$ cat src/rtl/irq_dispatch_pkg.sv
package irq_dispatch_pkg;
  localparam int unsigned ADDR_W = 16;
  localparam int unsigned DATA_W = 8;

  typedef logic [ADDR_W-1:0] addr_t;
  typedef logic [DATA_W-1:0] data_t;

  // handler address of source idx on an evenly spaced vector grid
  function automatic addr_t vec_addr(addr_t base, int unsigned stride, int unsigned idx);
    return base + addr_t'(stride * idx);
  endfunction
endpackage

$ cat src/rtl/irq_flag_bank.sv
// N-bit register: load by write, then per-bit clear, then per-bit set (set wins)
module irq_flag_bank #(
  parameter int unsigned N = 5
) (
  input  logic         clk,
  input  logic         rst_n,
  input  logic         wr_en,
  input  logic [N-1:0] wdata,
  input  logic [N-1:0] clr,
  input  logic [N-1:0] set,
  output logic [N-1:0] q
);
  logic [N-1:0] loaded;
  logic [N-1:0] nxt;

  always_comb begin
    loaded = wr_en ? wdata : q;
    nxt    = (loaded & ~clr) | set;
  end

  always_ff @(posedge clk) begin
    if (!rst_n) q <= '0;
    else        q <= nxt;
  end
endmodule

$ cat src/rtl/irq_prio_pick.sv
// lowest index wins
module irq_prio_pick #(
  parameter int unsigned N  = 5,
  localparam int unsigned IW = (N > 1) ? $clog2(N) : 1
) (
  input  logic [N-1:0]  pend,
  output logic          any,
  output logic [N-1:0]  onehot,
  output logic [IW-1:0] idx
);
  logic [N:0] seen;
  assign seen[0] = 1'b0;

  for (genvar i = 0; i < N; i++) begin : g_chain
    assign onehot[i]  = pend[i] & ~seen[i];
    assign seen[i+1]  = seen[i] | pend[i];
  end

  assign any = seen[N];

  always_comb begin
    idx = '0;
    for (int i = N - 1; i >= 0; i--) begin
      if (pend[i]) idx = IW'(i);
    end
  end
endmodule

$ cat src/rtl/irq_master_en.sv
// priority: dispatch entry > DI > EI/RETI
module irq_master_en (
  input  logic clk,
  input  logic rst_n,
  input  logic take,
  input  logic di,
  input  logic ei,
  input  logic reti,
  output logic ime
);
  always_ff @(posedge clk) begin
    if (!rst_n)          ime <= 1'b0;
    else if (take)       ime <= 1'b0;
    else if (di)         ime <= 1'b0;
    else if (ei || reti) ime <= 1'b1;
  end
endmodule

$ cat src/rtl/irq_vector_port.sv
module irq_vector_port
  import irq_dispatch_pkg::*;
(
  input  logic  clk,
  input  logic  rst_n,
  input  logic  load,
  input  addr_t load_vec,
  input  logic  ready,
  output logic  valid,
  output addr_t vector
);
  always_ff @(posedge clk) begin
    if (!rst_n) begin
      valid  <= 1'b0;
      vector <= '0;
    end else if (load) begin
      valid  <= 1'b1;
      vector <= load_vec;
    end else if (valid && ready) begin
      valid  <= 1'b0;
    end
  end
endmodule

$ cat src/rtl/irq_dispatch_unit.sv
module irq_dispatch_unit
  import irq_dispatch_pkg::*;
#(
  parameter int unsigned NUM_SRC     = 5,
  parameter logic [15:0] VEC_BASE    = 16'h0040,
  parameter int unsigned VEC_STRIDE  = 8,
  parameter logic [15:0] FLAG_ADDR   = 16'hFF0F,
  parameter logic [15:0] MASK_ADDR   = 16'hFFFF
) (
  input  logic               clk,
  input  logic               rst_n,
  input  logic [NUM_SRC-1:0] irq_pulse,
  input  logic [15:0]        bus_addr,
  input  logic               bus_wr,
  input  logic [7:0]         bus_wdata,
  output logic [7:0]         bus_rdata,
  input  logic               cmd_ei,
  input  logic               cmd_di,
  input  logic               cmd_reti,
  input  logic               boundary,
  output logic               disp_valid,
  output logic [15:0]        disp_vector,
  input  logic               disp_ready
);
  localparam int unsigned IW = (NUM_SRC > 1) ? $clog2(NUM_SRC) : 1;

  logic [NUM_SRC-1:0] flags_q, mask_q, pend, pick_oh, flag_clr;
  logic [IW-1:0]      pick_idx;
  logic               pick_any, ime_q, take;
  logic               wr_flag, wr_mask;
  addr_t              pick_vec;

  assign wr_flag = bus_wr && (bus_addr == FLAG_ADDR);
  assign wr_mask = bus_wr && (bus_addr == MASK_ADDR);

  irq_flag_bank #(.N(NUM_SRC)) u_flags (
    .clk(clk), .rst_n(rst_n), .wr_en(wr_flag), .wdata(bus_wdata[NUM_SRC-1:0]),
    .clr(flag_clr), .set(irq_pulse), .q(flags_q)
  );

  irq_flag_bank #(.N(NUM_SRC)) u_mask (
    .clk(clk), .rst_n(rst_n), .wr_en(wr_mask), .wdata(bus_wdata[NUM_SRC-1:0]),
    .clr('0), .set('0), .q(mask_q)
  );

  assign pend = flags_q & mask_q;

  irq_prio_pick #(.N(NUM_SRC)) u_pick (
    .pend(pend), .any(pick_any), .onehot(pick_oh), .idx(pick_idx)
  );

  assign take     = boundary && ime_q && pick_any && !disp_valid;
  assign flag_clr = take ? pick_oh : '0;
  assign pick_vec = vec_addr(VEC_BASE, VEC_STRIDE, int'(pick_idx));

  irq_master_en u_ime (
    .clk(clk), .rst_n(rst_n), .take(take), .di(cmd_di), .ei(cmd_ei),
    .reti(cmd_reti), .ime(ime_q)
  );

  irq_vector_port u_port (
    .clk(clk), .rst_n(rst_n), .load(take), .load_vec(pick_vec),
    .ready(disp_ready), .valid(disp_valid), .vector(disp_vector)
  );

  always_comb begin
    bus_rdata = '0;
    if (bus_addr == FLAG_ADDR)      bus_rdata[NUM_SRC-1:0] = flags_q;
    else if (bus_addr == MASK_ADDR) bus_rdata[NUM_SRC-1:0] = mask_q;
  end
endmodule

$ cat config.mk
export PLATFORM = sky130hd
export DESIGN_NAME = irq_dispatch_unit
export DESIGN_NICKNAME = d
export VERILOG_FILES = /design/src/rtl/irq_dispatch_pkg.sv /design/src/rtl/irq_flag_bank.sv /design/src/rtl/irq_prio_pick.sv /design/src/rtl/irq_master_en.sv /design/src/rtl/irq_vector_port.sv /design/src/rtl/irq_dispatch_unit.sv
export SDC_FILE = /design/constraint.sdc
export NUM_CORES = 1
export LEC_CHECK = 0
export BUFFER_PORTS_ARGS = -buffer_cell sky130_fd_sc_hd__buf_4
export CAP_MARGIN = 30
export CORE_UTILIZATION = 38
export DETAILED_ROUTE_END_ITERATION = 7
export GPL_TIMING_DRIVEN = 1
export PLACE_DENSITY = 0.86
export SETUP_SLACK_MARGIN = 0.3
export SLEW_MARGIN = 40
export SYNTH_ARGS = -nofsm -noshare
export SYNTH_HDL_FRONTEND = slang
export SYNTH_SLANG_ARGS = --single-unit
$ cat constraint.sdc
create_clock -name clk -period 1.89 [get_ports clk]
set_input_delay 0.378 -clock clk [delete_from_list [all_inputs] [get_ports clk]]
set_output_delay 0.378 -clock clk [all_outputs]
set_load 0.03 [all_outputs]
Word-level counts from Yosys, hierarchy flattened
Cells that the tools add are included.
Cells by class
  add/sub/neg operators: 1
  equal/unequal tests: 2
  mux-type cells: 11
  bitwise operators: 17
  reductions and logical operators: 10
Operators with widths (number)
  $eq 16x16->1 const B: 2
  $mux 5: 4
  $mux 3: 5
  $and 5x5->5: 2
  $add 7x6->8 const A: 1
  $logic_and 1x1->1: 6
  $not 1->1: 5
  $not 5->5: 1
  $or 5x5->5: 1
  $and 1x1->1: 4
  $or 1x1->1: 4
  $reduce_or 3->1: 1
  $mux 1: 2
  $reduce_bool 2->1: 1
  $logic_not 1->1: 1
  $logic_or 1x1->1: 1
Word-level totals
  bits in registers: 28
  input port bits: 37
  output and inout port bits: 25
  logic and storage cells: 46

Depth between registers and ports, before layout
Gate-level depths: netlist of the first run.
  depth in word-level cells: 11
  mapped depth: 5
  depth with buffers taken out: 4

Modules after synthesis
From an unflattened synthesis of the first run, not the netlist that was laid out.
Unflattened totals
  cell total of the unflattened synthesis: 162
  area, all modules: 1491.4 sq um
Modules (own cells, without submodules)
  irq_vector_port: instances 1, cells each 54, area an instance 649.4 sq um, sequential area each 340.3 sq um
  irq_flag_bank: instances 2, cells each 27, area an instance 241.5 sq um, sequential area each 100.1 sq um
  irq_dispatch_unit: instances 1, cells each 38, area an instance 246.5 sq um, sequential area each 0.0 sq um
  irq_prio_pick: instances 1, cells each 13, area an instance 72.6 sq um, sequential area each 0.0 sq um
  irq_master_en: instances 1, cells each 3, area an instance 40.0 sq um, sequential area each 20.0 sq um

Least setup slack after synthesis of the first run
OpenSTA, ideal clock, no wires.
  kind: in2out
  start: in bus_addr[4]
  end: out bus_rdata[0]
  data arrival time: 1.754 ns
  required time: 1.512 ns
  setup slack: -0.242 ns
  stages: 3
  buffers on the path: 0
  cells stage by stage: or4_4 -> nor4_1 -> a22o_1
On the way
  cells in the longest elaborated chain, start to end: 3
  elaborated cells on any way between the ends: 4
  those cells by class: eq/ne (2); mux (2)
RTL lines
  start, declared: RTL line irq_dispatch_unit.sv:13  | input logic [15:0] bus_addr,
  $eq 16x16->1: RTL line irq_dispatch_unit.sv:69  | else if (bus_addr == MASK_ADDR) bus_rdata[NUM_SRC-1:0] = mask_q;
  $mux 5: RTL line irq_dispatch_unit.sv:69
  $mux 5 *: RTL line irq_dispatch_unit.sv:68  | if (bus_addr == FLAG_ADDR) bus_rdata[NUM_SRC-1:0] = flags_q;
  end, declared: RTL line irq_dispatch_unit.sv:16  | output logic [7:0] bus_rdata,
Every way passes the cells marked *; elsewhere a longest branch is shown, timed or not.

Final worst setup path of the first run
  start: in bus_addr[4]
  end: reg u_flags.q[1]
On the way
  cells in the longest elaborated chain, start to end: 5
RTL lines
  $eq 16x16->1: RTL line irq_dispatch_unit.sv:33  | assign wr_flag = bus_wr && (bus_addr == FLAG_ADDR);
  $logic_and 1x1->1: RTL line irq_dispatch_unit.sv:33
  $mux 5: RTL line irq_flag_bank.sv:17  | loaded = wr_en ? wdata : q;
  $and 5x5->5: RTL line irq_flag_bank.sv:18  | nxt = (loaded & ~clr) | set;
  $or 5x5->5: RTL line irq_flag_bank.sv:18
  end signal, assigned: RTL line irq_flag_bank.sv:23  | else q <= nxt;
  end, declared: RTL line irq_flag_bank.sv:11  | output logic [N-1:0] q
Every way passes these cells.
A chain may end at the register's enable or synchronous reset.

==> impl_metrics.env, run 1 <==
export IMPL_async_flop_share_pct=0
export IMPL_syn2layout_area_growth_pct=45.85
export IMPL_grt_pass1_wl_mm=4.347
export IMPL_powerDensity_nw_per_um2=506.1
export IMPL_crit_type="input pin to flip-flop"
export IMPL_io_buffers=43
export IMPL_routedWlPerCell_um=14.27
export IMPL_grt_overflow=0
export IMPL_dpl_hpwl_mm=2.098
export IMPL_drv_slew=0
export IMPL_vdd_drop_max_mv=0.4736
export IMPL_crit_chain="buf_6 > or4_4 > buf_4 > buf_6 > or4_4 > o2111a_1 > a221o_1"
export IMPL_place_congestion=0.9177
export IMPL_grtUsageTotal_pct=21.14
export IMPL_antenna_found_initial=0
export IMPL_nets=206
export IMPL_cts_buffer_depth=2
export IMPL_timing_fmax_mhz=490.3
export IMPL_cts_max_level=1
export IMPL_cts_tree="yes"
export IMPL_synth_edff_count=0
export IMPL_grt_pass1_vias=1027
export IMPL_ys_types=35
export IMPL_drc_errors=0
export IMPL_yosysMostFrequentCell="nand2_1"
export IMPL_critPathMaxFanout=2
export IMPL_fin_skew_ns=0.004394
export IMPL_seq_area_frac_synth_pct=32.16
export IMPL_min_period_ns=2.040
export IMPL_start_util_pct=40.20
export IMPL_num_rows=18
export IMPL_final_area_um2=1453
export IMPL_netlist_top_cells_area="dfxtp_1, buf_4, nand2_1"
export IMPL_synth_top_area_share_pct=32.16
export IMPL_ys_flop_type="dfxtp_1"
export IMPL_dpl_cell_area_um2=1318
export IMPL_drive_gt1_share_pct=38.69
export IMPL_hold_violations=0
export IMPL_numCtsBuffers=3
export IMPL_reg2reg_depth=4
export IMPL_cts_sinks=16
export IMPL_cts_root_buf="clkbuf_4"
export IMPL_critPathLaunchType="input pin"
export IMPL_io_pins=62
export IMPL_path_clk_slew_ns=0.10
export IMPL_clk_insertion_delay_late_ns=0.28
export IMPL_viasPerCell=5.449
export IMPL_setup_viol=9
export IMPL_wl_mm=2.826
export IMPL_postSynthAreaPerCell_um2=8.231
export IMPL_synth_top_cells_by_count="nand2_1, dfxtp_1, buf_4"
export IMPL_hp_class="input pin to flip-flop"
export IMPL_core_um2=2477
export IMPL_grt_max_degree=28
export IMPL_final_setup_tns_ns=-1.097
export IMPL_die_area_um2=2830
export IMPL_violations="negative setup slack"
export IMPL_firstDrtPassIters=4
export IMPL_whs_path_depth=2
export IMPL_vias=1079
export IMPL_drt_iter0_drc=15
export IMPL_status="finished with violations"
export IMPL_critPathRequiredTime_ns=2.07
export IMPL_cp_slowest_cell="or4_4"
export IMPL_leakagePower_uw=0.0006444
export IMPL_die_w_um=53.20
export IMPL_cp_data_arrival_time_ns=2.22
export IMPL_syn_area_um2=996.0
export IMPL_die_h_um=53.20
export IMPL_drv_cap=0
export IMPL_yosys_warnings=0
export IMPL_max_stage_delay_ns=0.56
export IMPL_finalPower_uw=735.2
export IMPL_setup_slack_ns=-0.1497
export IMPL_end_kind="flip-flop"
export IMPL_diodes=0
export IMPL_ys_ff_latch=16
export IMPL_finalNonFillerCells=198
export IMPL_dp_cells=192
export IMPL_ant_nets=0
export IMPL_synthCells=121
export IMPL_synth_top_cell_by_area="dfxtp_1"
export IMPL_rsz0062_at_grt="yes"
export IMPL_finalCritPeriodShare_pct=107.9
per-stage QoR:
| stage | worst slack, ns | utilization [%] | hold WS [ns] |
|---|---|---|---|
| finish | -0.1497 | 58.64 | 0.2415 |
| global route | -0.1781 | 58.64 | 0.2280 |
| CTS | -0.1300 | 57.68 | 0.2255 |
| detailed placement | -0.2653 | 53.18 | 0.4664 |
| global placement | -0.2021 | 53.18 | 0.4534 |
| floorplan | -0.1343 | - | 0.4547 |
flip-flops by register name (all words and copies together) (netlist names):
register	flops
u_flags.q	5
u_mask.q	5
u_port.vector	4
u_ime.ime	1
u_port.valid	1
cell type report:
cell class	instances	area [µm²]
inverters	2	7.507
multi-input cells	97	649.4
repair buffers	49	401.6
well taps	30	37.54
clock buffers	4	36.28
flip-flops and latches	16	320.3
fillers	226	1025
what timing repair did:
action	4_1_cts	5_1_grt
hold buffers	0	0
cloned	0	0
setup buffers	1	1
pin swaps	6	1
endpoints found under the setup margin	10	11
resized for setup	16	3
final timing paths:
check	start	to	slack, ns
worst min-delay path	cmd_di	u_ime.ime	0.24
worst max register to register	u_flags.q[0]	u_port.vector[5]	0.48
worst max-delay path	bus_addr[4]	u_flags.q[1]	-0.15
worst min register to register	u_port.vector[6]	u_port.vector[6]	0.49
power breakdown:
group | internal, µW | total [µW] | switching [µW]
registers | 348 | 363 | 15.2
logic | 64.9 | 145 | 80.3
clock network | 117 | 227 | 109
total | 530 | 735 | 205
routing by layer:
layer / GRT usage, % / up-vias / wire, µm
met4: 6.579 / 0 / 15
met3: 4.310 / 4 / 249
met1: 21.80 / 499 / 1030
li1: - / 524 / -
met5: 0 / - / 0
met2: 41.56 / 52 / 1530
worst max-delay path, delay by kind of cell:
family / cells / cell delay, ns
simple gates: 2 / 0.99
buf+inv: 3 / 0.35
compound gates: 2 / 0.50
kinds of logic after synthesis:
group,Yosys count,synth area share (%)
buf+inv,22,14.07
compound gates,28,22.36
other cells,1,0.3765
simple gates,49,26.00
mux,5,5.025
flops,16,32.16
cell usage in the layout, fill, tap and decap left out, types with 2 or more instances in the layout:
| cell type | count |
|---|---|
| nor2b_1 | 2 |
| a22oi_1 | 3 |
| clkbuf_4 | 3 |
| a221o_1 | 2 |
| o311ai_1 | 3 |
| a22o_2 | 3 |
| conb_1 | 15 |
| nand4_1 | 8 |
| nor4_1 | 3 |
| o21a_1 | 2 |
| inv_1 | 2 |
| o21ai_0 | 2 |
| and2_1 | 4 |
| buf_4 | 40 |
| or4_4 | 2 |
| nand2_1 | 20 |
| buf_6 | 9 |
| dfxtp_1 | 16 |
| nor2_1 | 2 |
| o2111ai_2 | 3 |
| mux2i_1 | 5 |
Power figures use the tool's default switching activity.
==> run 2: changes to the inputs <==
--- a/config.mk
+++ b/config.mk
@@ -7,12 +7,13 @@
 export LEC_CHECK = 0
 export BUFFER_PORTS_ARGS = -buffer_cell sky130_fd_sc_hd__buf_4
 export CAP_MARGIN = 30
-export CORE_UTILIZATION = 38
+export CORE_UTILIZATION = 44
 export DETAILED_ROUTE_END_ITERATION = 7
 export GPL_TIMING_DRIVEN = 1
-export PLACE_DENSITY = 0.86
+export PLACE_DENSITY = 0.88
 export SETUP_SLACK_MARGIN = 0.3
 export SLEW_MARGIN = 40
 export SYNTH_ARGS = -nofsm -noshare
 export SYNTH_HDL_FRONTEND = slang
+export SYNTH_HIERARCHICAL = 1
 export SYNTH_SLANG_ARGS = --single-unit
==> run 2 against run 1 <==
Effect of this change:
- the flow now finishes without violations
- combinational power up 71%
- synthesized cell count rose by 34%
- clock power up 77%
- via count is 28% higher
- power up 76%
- final cell count increased by 45%
- sequential share of layout area increased by 3.3 points
- count of clock-buffer cells in the layout is 1 lower
- fmax is 21% higher
- clock skew increased by 0.0023 ns
- routed wire length is 36% higher
==> impl_metrics.env, run 2 <==
export IMPL_hp_class="input pin to flip-flop"
export IMPL_place_congestion=0.7962
export IMPL_io_pins=62
export IMPL_die_h_um=60.22
export IMPL_clk_insertion_delay_late_ns=0.34
export IMPL_synth_top_cells_by_count="dfxtp_1, mux2i_1, nor2b_1"
export IMPL_synth_fa_ha_area_share_pct=0
export IMPL_rsz0062_at_grt="yes"
export IMPL_core_um2=3128
export IMPL_routedWlPerCell_um=13.37
export IMPL_status="complete, no violations"
export IMPL_synth_edff_count=0
export IMPL_synth_top_cell_by_area="dfxtp_1"
export IMPL_synth_top_family_by_area="simple AND/OR/NAND/NOR gates"
export IMPL_max_flop_register="u_port/vector"
export IMPL_numCtsBuffers=3
export IMPL_setup_viol=0
export IMPL_synth_top_area_share_pct=37.58
export IMPL_end_kind="primary output"
export IMPL_crit_chain="buf_4 > and4_2 > a22oi_2 > nor2_4 > buf_6"
export IMPL_netlist_top_cells_area="dfxtp_1, mux2i_1, nor2b_1"
export IMPL_dpl_hpwl_mm=2.355
export IMPL_nets=281
export IMPL_cts_max_level=1
export IMPL_crit_type="input pin to primary output"
export IMPL_critPathMaxFanout=6
export IMPL_die_area_um2=3626
export IMPL_grt_pass1_wl_mm=5.547
export IMPL_path_clk_slew_ns=0.16
export IMPL_ys_ff_latch=28
export IMPL_seq_area_um2=571.8
export IMPL_max_stage_delay_ns=0.31
export IMPL_cts_sinks=28
export IMPL_n_fill_cell=230
export IMPL_cp_data_arrival_time_ns=1.31
export IMPL_async_flop_share_pct=0
export IMPL_antenna_found_initial=0
export IMPL_syn2layout_area_growth_pct=51.51
export IMPL_vias=1383
export IMPL_firstDrtPassIters=4
export IMPL_io_buffers=55
export IMPL_final_setup_tns_ns=0
export IMPL_ys_flop_type="dfxtp_1"
export IMPL_critPathLaunchType="input pin"
export IMPL_synthMuxAreaShare_pct=17.45
export IMPL_multi_input_area_um2=1018
export IMPL_syn_area_um2=1491
export IMPL_grtUsageTotal_pct=20.55
export IMPL_fin_hold_ws_ns=0.1758
export IMPL_seq_area_frac_synth_pct=37.58
export IMPL_synth_compound_area_share_pct=6.711
export IMPL_synthXorXnorAreaFrac_pct=0
export IMPL_hold_violations=0
export IMPL_powerDensity_nw_per_um2=572.0
export IMPL_drt_iter0_drc=30
export IMPL_final_cell_mix="buf_4, conb_1, mux2i_1"
export IMPL_largest_register_ffs=16
export IMPL_drc_errors=0
export IMPL_leakagePower_uw=0.0009192
export IMPL_die_w_um=60.22
export IMPL_largestRegisters="u_port/vector: 16 flops, u_flags/q: 5 flops, u_mask/q: 5 flops"
export IMPL_cts_root_buf="clkbuf_4"
export IMPL_cp_slowest_cell="and4_2"
export IMPL_yosys_warnings=6
export IMPL_synthCells=162
export IMPL_layout_cells_most_common="buf_4"
export IMPL_cts_tree="yes"
export IMPL_fin_skew_ns=0.006728
export IMPL_ys_types=28
export IMPL_synth_simple_area_share_pct=29.95
export IMPL_finalCritPeriodShare_pct=89.34
export IMPL_drive_gt1_share_pct=42.80
export IMPL_vdd_drop_max_mv=0.4156
export IMPL_yosysMostFrequentCell="dfxtp_1"
export IMPL_pre_cts_slack_ns=0.03756
export IMPL_timing_fmax_mhz=592.2
export IMPL_diodes=0
export IMPL_start_util_pct=47.68
export IMPL_grt_max_degree=39
export IMPL_grt_overflow=0
export IMPL_grt_pass1_vias=1300
export IMPL_setup_slack_ns=0.2014
export IMPL_num_rows=20
export IMPL_ctsHoldBuffers=0
export IMPL_drv_cap=0
export IMPL_critPathRequiredTime_ns=1.51
export IMPL_wl_mm=3.837
export IMPL_ant_nets=0
export IMPL_cts_buffer_depth=2
export IMPL_drv_slew=0
export IMPL_min_period_ns=1.689
export IMPL_postSynthAreaPerCell_um2=9.206
export IMPL_reg2reg_slack_ns=0.29
export IMPL_viasPerCell=4.819
export IMPL_finalPower_uw=1292
==> run 2: final timing paths <==
kind,to,startpoint,cells after the start
setup / recovery,bus_rdata[2],bus_addr[7],5
hold / removal,u_ime/ime,cmd_di,2
setup reg to reg,u_flags/q[0],u_flags/q[3],8
hold reg to reg,u_port/vector[12],u_port/vector[12],2
==> run 2: critical path: cells and delay by family <==
kind / cells / cell delay (ns)
compound gates: 1 / 0.30
buf+inv: 2 / 0.26
simple gates: 2 / 0.37
==> run 2: per-stage QoR <==
| stage | area, µm² | util, % | cells |
|---|---|---|---|
| final | 2260 | 72.24 | 287 |
| after global routing | 2260 | 72.24 | 287 |
| after CTS | 2216 | 70.84 | 286 |
| after detailed placement | 1993 | 63.72 | 276 |
| after global placement | 1993 | 63.72 | 276 |
| after floorplan | 1595 | - | 186 |
==> run 2: power by group <==
group | internal [µW] | switching, µW
sequential | 621 | 22.2
combinational | 128 | 120
clock | 215 | 186
total | 964 | 328
==> run 2: timing repair <==
action | 4_1_cts | 5_1_grt
buffers inserted | 6 | 1
pin swaps | 10 | 5
resized for setup | 36 | 8
endpoints found under the setup margin | 28 | 18
==> run 2: cell families (layout without fill, tap and decap cells) <==
group,Yosys count,count (layout)
simple gates,75,75
buf+inv,14,71
flops,28,28
compound gates,17,17
mux,26,26
other cells,2,26
==> run 2: cell type report <==
class | count | area share [%]
clock inverter | 1 | 1.329
timing repair buffer | 66 | 24.70
multi-input combinational | 144 | 45.07
inverter | 1 | 0.1661
tap | 44 | 2.436
sequential | 28 | 25.30
clock buffer | 3 | 0.9967
==> run 2: metal layers <==
metal	up-vias	global-route usage (%)	wire (µm)
met5	-	0	0
met4	0	8.638	79
met3	8	4.113	244
met2	52	37.52	2009
met1	643	22.75	1503
li1	680	-	-
==> run 3: changes to the inputs <==
--- a/config.mk
+++ b/config.mk
@@ -7,7 +7,9 @@
 export LEC_CHECK = 0
 export BUFFER_PORTS_ARGS = -buffer_cell sky130_fd_sc_hd__buf_4
 export CAP_MARGIN = 30
-export CORE_UTILIZATION = 44
+export CELL_PAD_IN_SITES_DETAIL_PLACEMENT = 0
+export CELL_PAD_IN_SITES_GLOBAL_PLACEMENT = 2
+export CORE_UTILIZATION = 25
 export DETAILED_ROUTE_END_ITERATION = 7
 export GPL_TIMING_DRIVEN = 1
 export PLACE_DENSITY = 0.88
==> run 3 against run 2 <==
Effect of this change:
- critical path depth unchanged
- global-route usage down 9.2 points
- first-iteration DRC count up 43%
- die area up 73%
- final cell count up 16%
- non-clock buffer count up 18
- count of clock-buffer cells in the layout up 1
- sequential share of layout area down 2.7 points
- power up 1.9%
- sequential cell count unchanged
- final area up 12%
- critical endpoint is now bus_rdata[1]
- largest cell class unchanged
==> impl_metrics.env, run 3 (synthesis gave the netlist of run 2 again) <==
export IMPL_vias=1349
export IMPL_wl_mm=3.574
export IMPL_die_w_um=79.24
export IMPL_cts_max_level=1
export IMPL_path_delay_family="simple AND/OR/NAND/NOR gates"
export IMPL_grt_overflow=0
export IMPL_crit_cells=5
export IMPL_clk_insertion_delay_late_ns=0.27
export IMPL_timing_fmax_mhz=612.7
export IMPL_grt_max_degree=39
export IMPL_status="complete, no violations"
export IMPL_cp_slowest_cell="and4_2"
export IMPL_fin_skew_ns=0.002068
export IMPL_drc_errors=0
export IMPL_layout_cells_most_common="buf_4"
export IMPL_reg2reg_depth=8
export IMPL_drv_slew=0
export IMPL_min_period_ns=1.632
export IMPL_drt_iter0_drc=43
export IMPL_fin_hold_ws_ns=0.2520
export IMPL_wl_met1_mm=1.671
export IMPL_core_um2=5642
export IMPL_dp_cells=306
export IMPL_final_setup_tns_ns=0
export IMPL_powerDensity_nw_per_um2=519.2
export IMPL_dpl_hpwl_mm=2.440
export IMPL_io_buffers=55
export IMPL_cts_sinks=28
export IMPL_drv_cap=0
export IMPL_syn2layout_area_growth_pct=70.05
export IMPL_highest_layer="met4"
export IMPL_die_h_um=79.24
export IMPL_end_kind="primary output"
export IMPL_io_pins=62
export IMPL_max_stage_delay_ns=0.29
export IMPL_whs_path_depth=2
export IMPL_viasPerCell=4.051
export IMPL_final_area_um2=2536
export IMPL_ant_nets=0
export IMPL_max_flop_register="u_port/vector"
export IMPL_grt_pass1_vias=1267
export IMPL_vdd_drop_max_mv=0.4288
export IMPL_antenna_found_initial=0
export IMPL_met2WireLength_mm=1.721
export IMPL_critPathRequiredTime_ns=1.51
export IMPL_dpl_cell_area_um2=2043
export IMPL_crit_type="input pin to primary output"
export IMPL_cts_buffer_depth=2
export IMPL_routedWlPerCell_um=10.73
export IMPL_finalNonFillerCells=333
export IMPL_grtUsageTotal_pct=11.36
export IMPL_final_cell_mix="buf_4, conb_1, mux2i_1"
export IMPL_cp_data_arrival_time_ns=1.25
export IMPL_critPathLaunchType="input pin"
export IMPL_cts_tree="yes"
export IMPL_wl_met3_um=165
export IMPL_grt_pass1_wl_mm=5.623
export IMPL_path_clk_slew_ns=0.10
export IMPL_crit_chain="buf_4 > and4_2 > a22oi_2 > nor2_4 > buf_6"
export IMPL_largestRegisters="u_port/vector: 16 flops, u_flags/q: 5 flops, u_mask/q: 5 flops"
export IMPL_firstDrtPassIters=3
export IMPL_cts_root_buf="clkbuf_8"
export IMPL_numCtsBuffers=3
export IMPL_place_congestion=0.6945
export IMPL_hp_class="input pin to flip-flop"
export IMPL_rsz0062_at_grt="yes"
export IMPL_setup_viol=0
export IMPL_nets=299
export IMPL_largest_register_ffs=16
export IMPL_die_area_um2=6279
export IMPL_hold_violations=0
export IMPL_leakagePower_uw=0.001048
export IMPL_num_rows=27
export IMPL_finalCritPeriodShare_pct=86.35
export IMPL_diodes=0
export IMPL_start_util_pct=26.44
export IMPL_path_buf_inv=2
export IMPL_drive_gt1_share_pct=51.72
export IMPL_critPathMaxFanout=6
==> run 3: cell count changes in the layout (fill, tap and decap cells not counted), sizes merged <==
cell	previous run	this run
clkbuf	3	4
bufinv	1	0
buf	66	84
==> run 3: per-layer routing <==
layer  global-route usage, %  vias to the layer above
li1                        -                      718
met1                   14.29                      604
met2                   19.48                       25
met3                   2.989                        2
met4                   2.182                        0
met5                       0                        -
==> run 3: cell type report <==
class | count | area (µm²)
Fill cell | 573 | 3105
Inverter | 1 | 3.754
Clock buffer | 4 | 55.05
Sequential cell | 28 | 573.1
Tap cell | 72 | 90.09
Multi-Input combinational cell | 144 | 1066
Timing Repair Buffer | 84 | 748.2
==> run 3: what timing repair did <==
action,4_1_cts,5_1_grt
setup buffers,11,11
cloned,1,0
endpoints found under the setup margin,10,24
hold buffers,0,0
pin swaps,14,12
resized for setup,34,27
==> run 3: final timing paths <==
| kind | startpoint | end | slack [ns] |
|---|---|---|---|
| worst max-delay path | bus_addr[6] | bus_rdata[1] | 0.26 |
| worst min-delay path | cmd_di | u_ime/ime | 0.25 |
| worst max register to register | u_mask/q[1] | u_flags/q[0] | 0.31 |
| worst min register to register | u_port/vector[7] | u_port/vector[7] | 0.53 |
==> run 3: per-stage QoR <==
| step | power [µW] | utilization [%] | setup slack (ns) |
|---|---|---|---|
| 6_report | 1317 | 44.95 | 0.2579 |
| 5_1_grt | 1384 | 44.95 | 0.2120 |
| 4_1_cts | 1295 | 41.23 | 0.2576 |
| 3_5_place_dp | 859.8 | 36.22 | 0.07259 |
| 3_3_place_gp | 857.4 | 36.22 | 0.07717 |
| 2_1_floorplan | 771.0 | - | 0.2537 |
==> run 3: worst reg2reg max path: stages (launching register included) <==
cell and delay, ns:
dfxtp_2 0.33, and2_4 0.16, nor2_4 0.11, nand3b_1 0.09, and4b_2 0.27, buf_6 0.15, and2_1 0.15, nand2b_4 0.14
o21ai_2 0.12
==> run 3: power breakdown <==
| group | switching, µW | internal, µW |
|---|---|---|
| Sequential | 15.4 | 621 |
| Clock | 194 | 187 |
| Combinational | 130 | 171 |
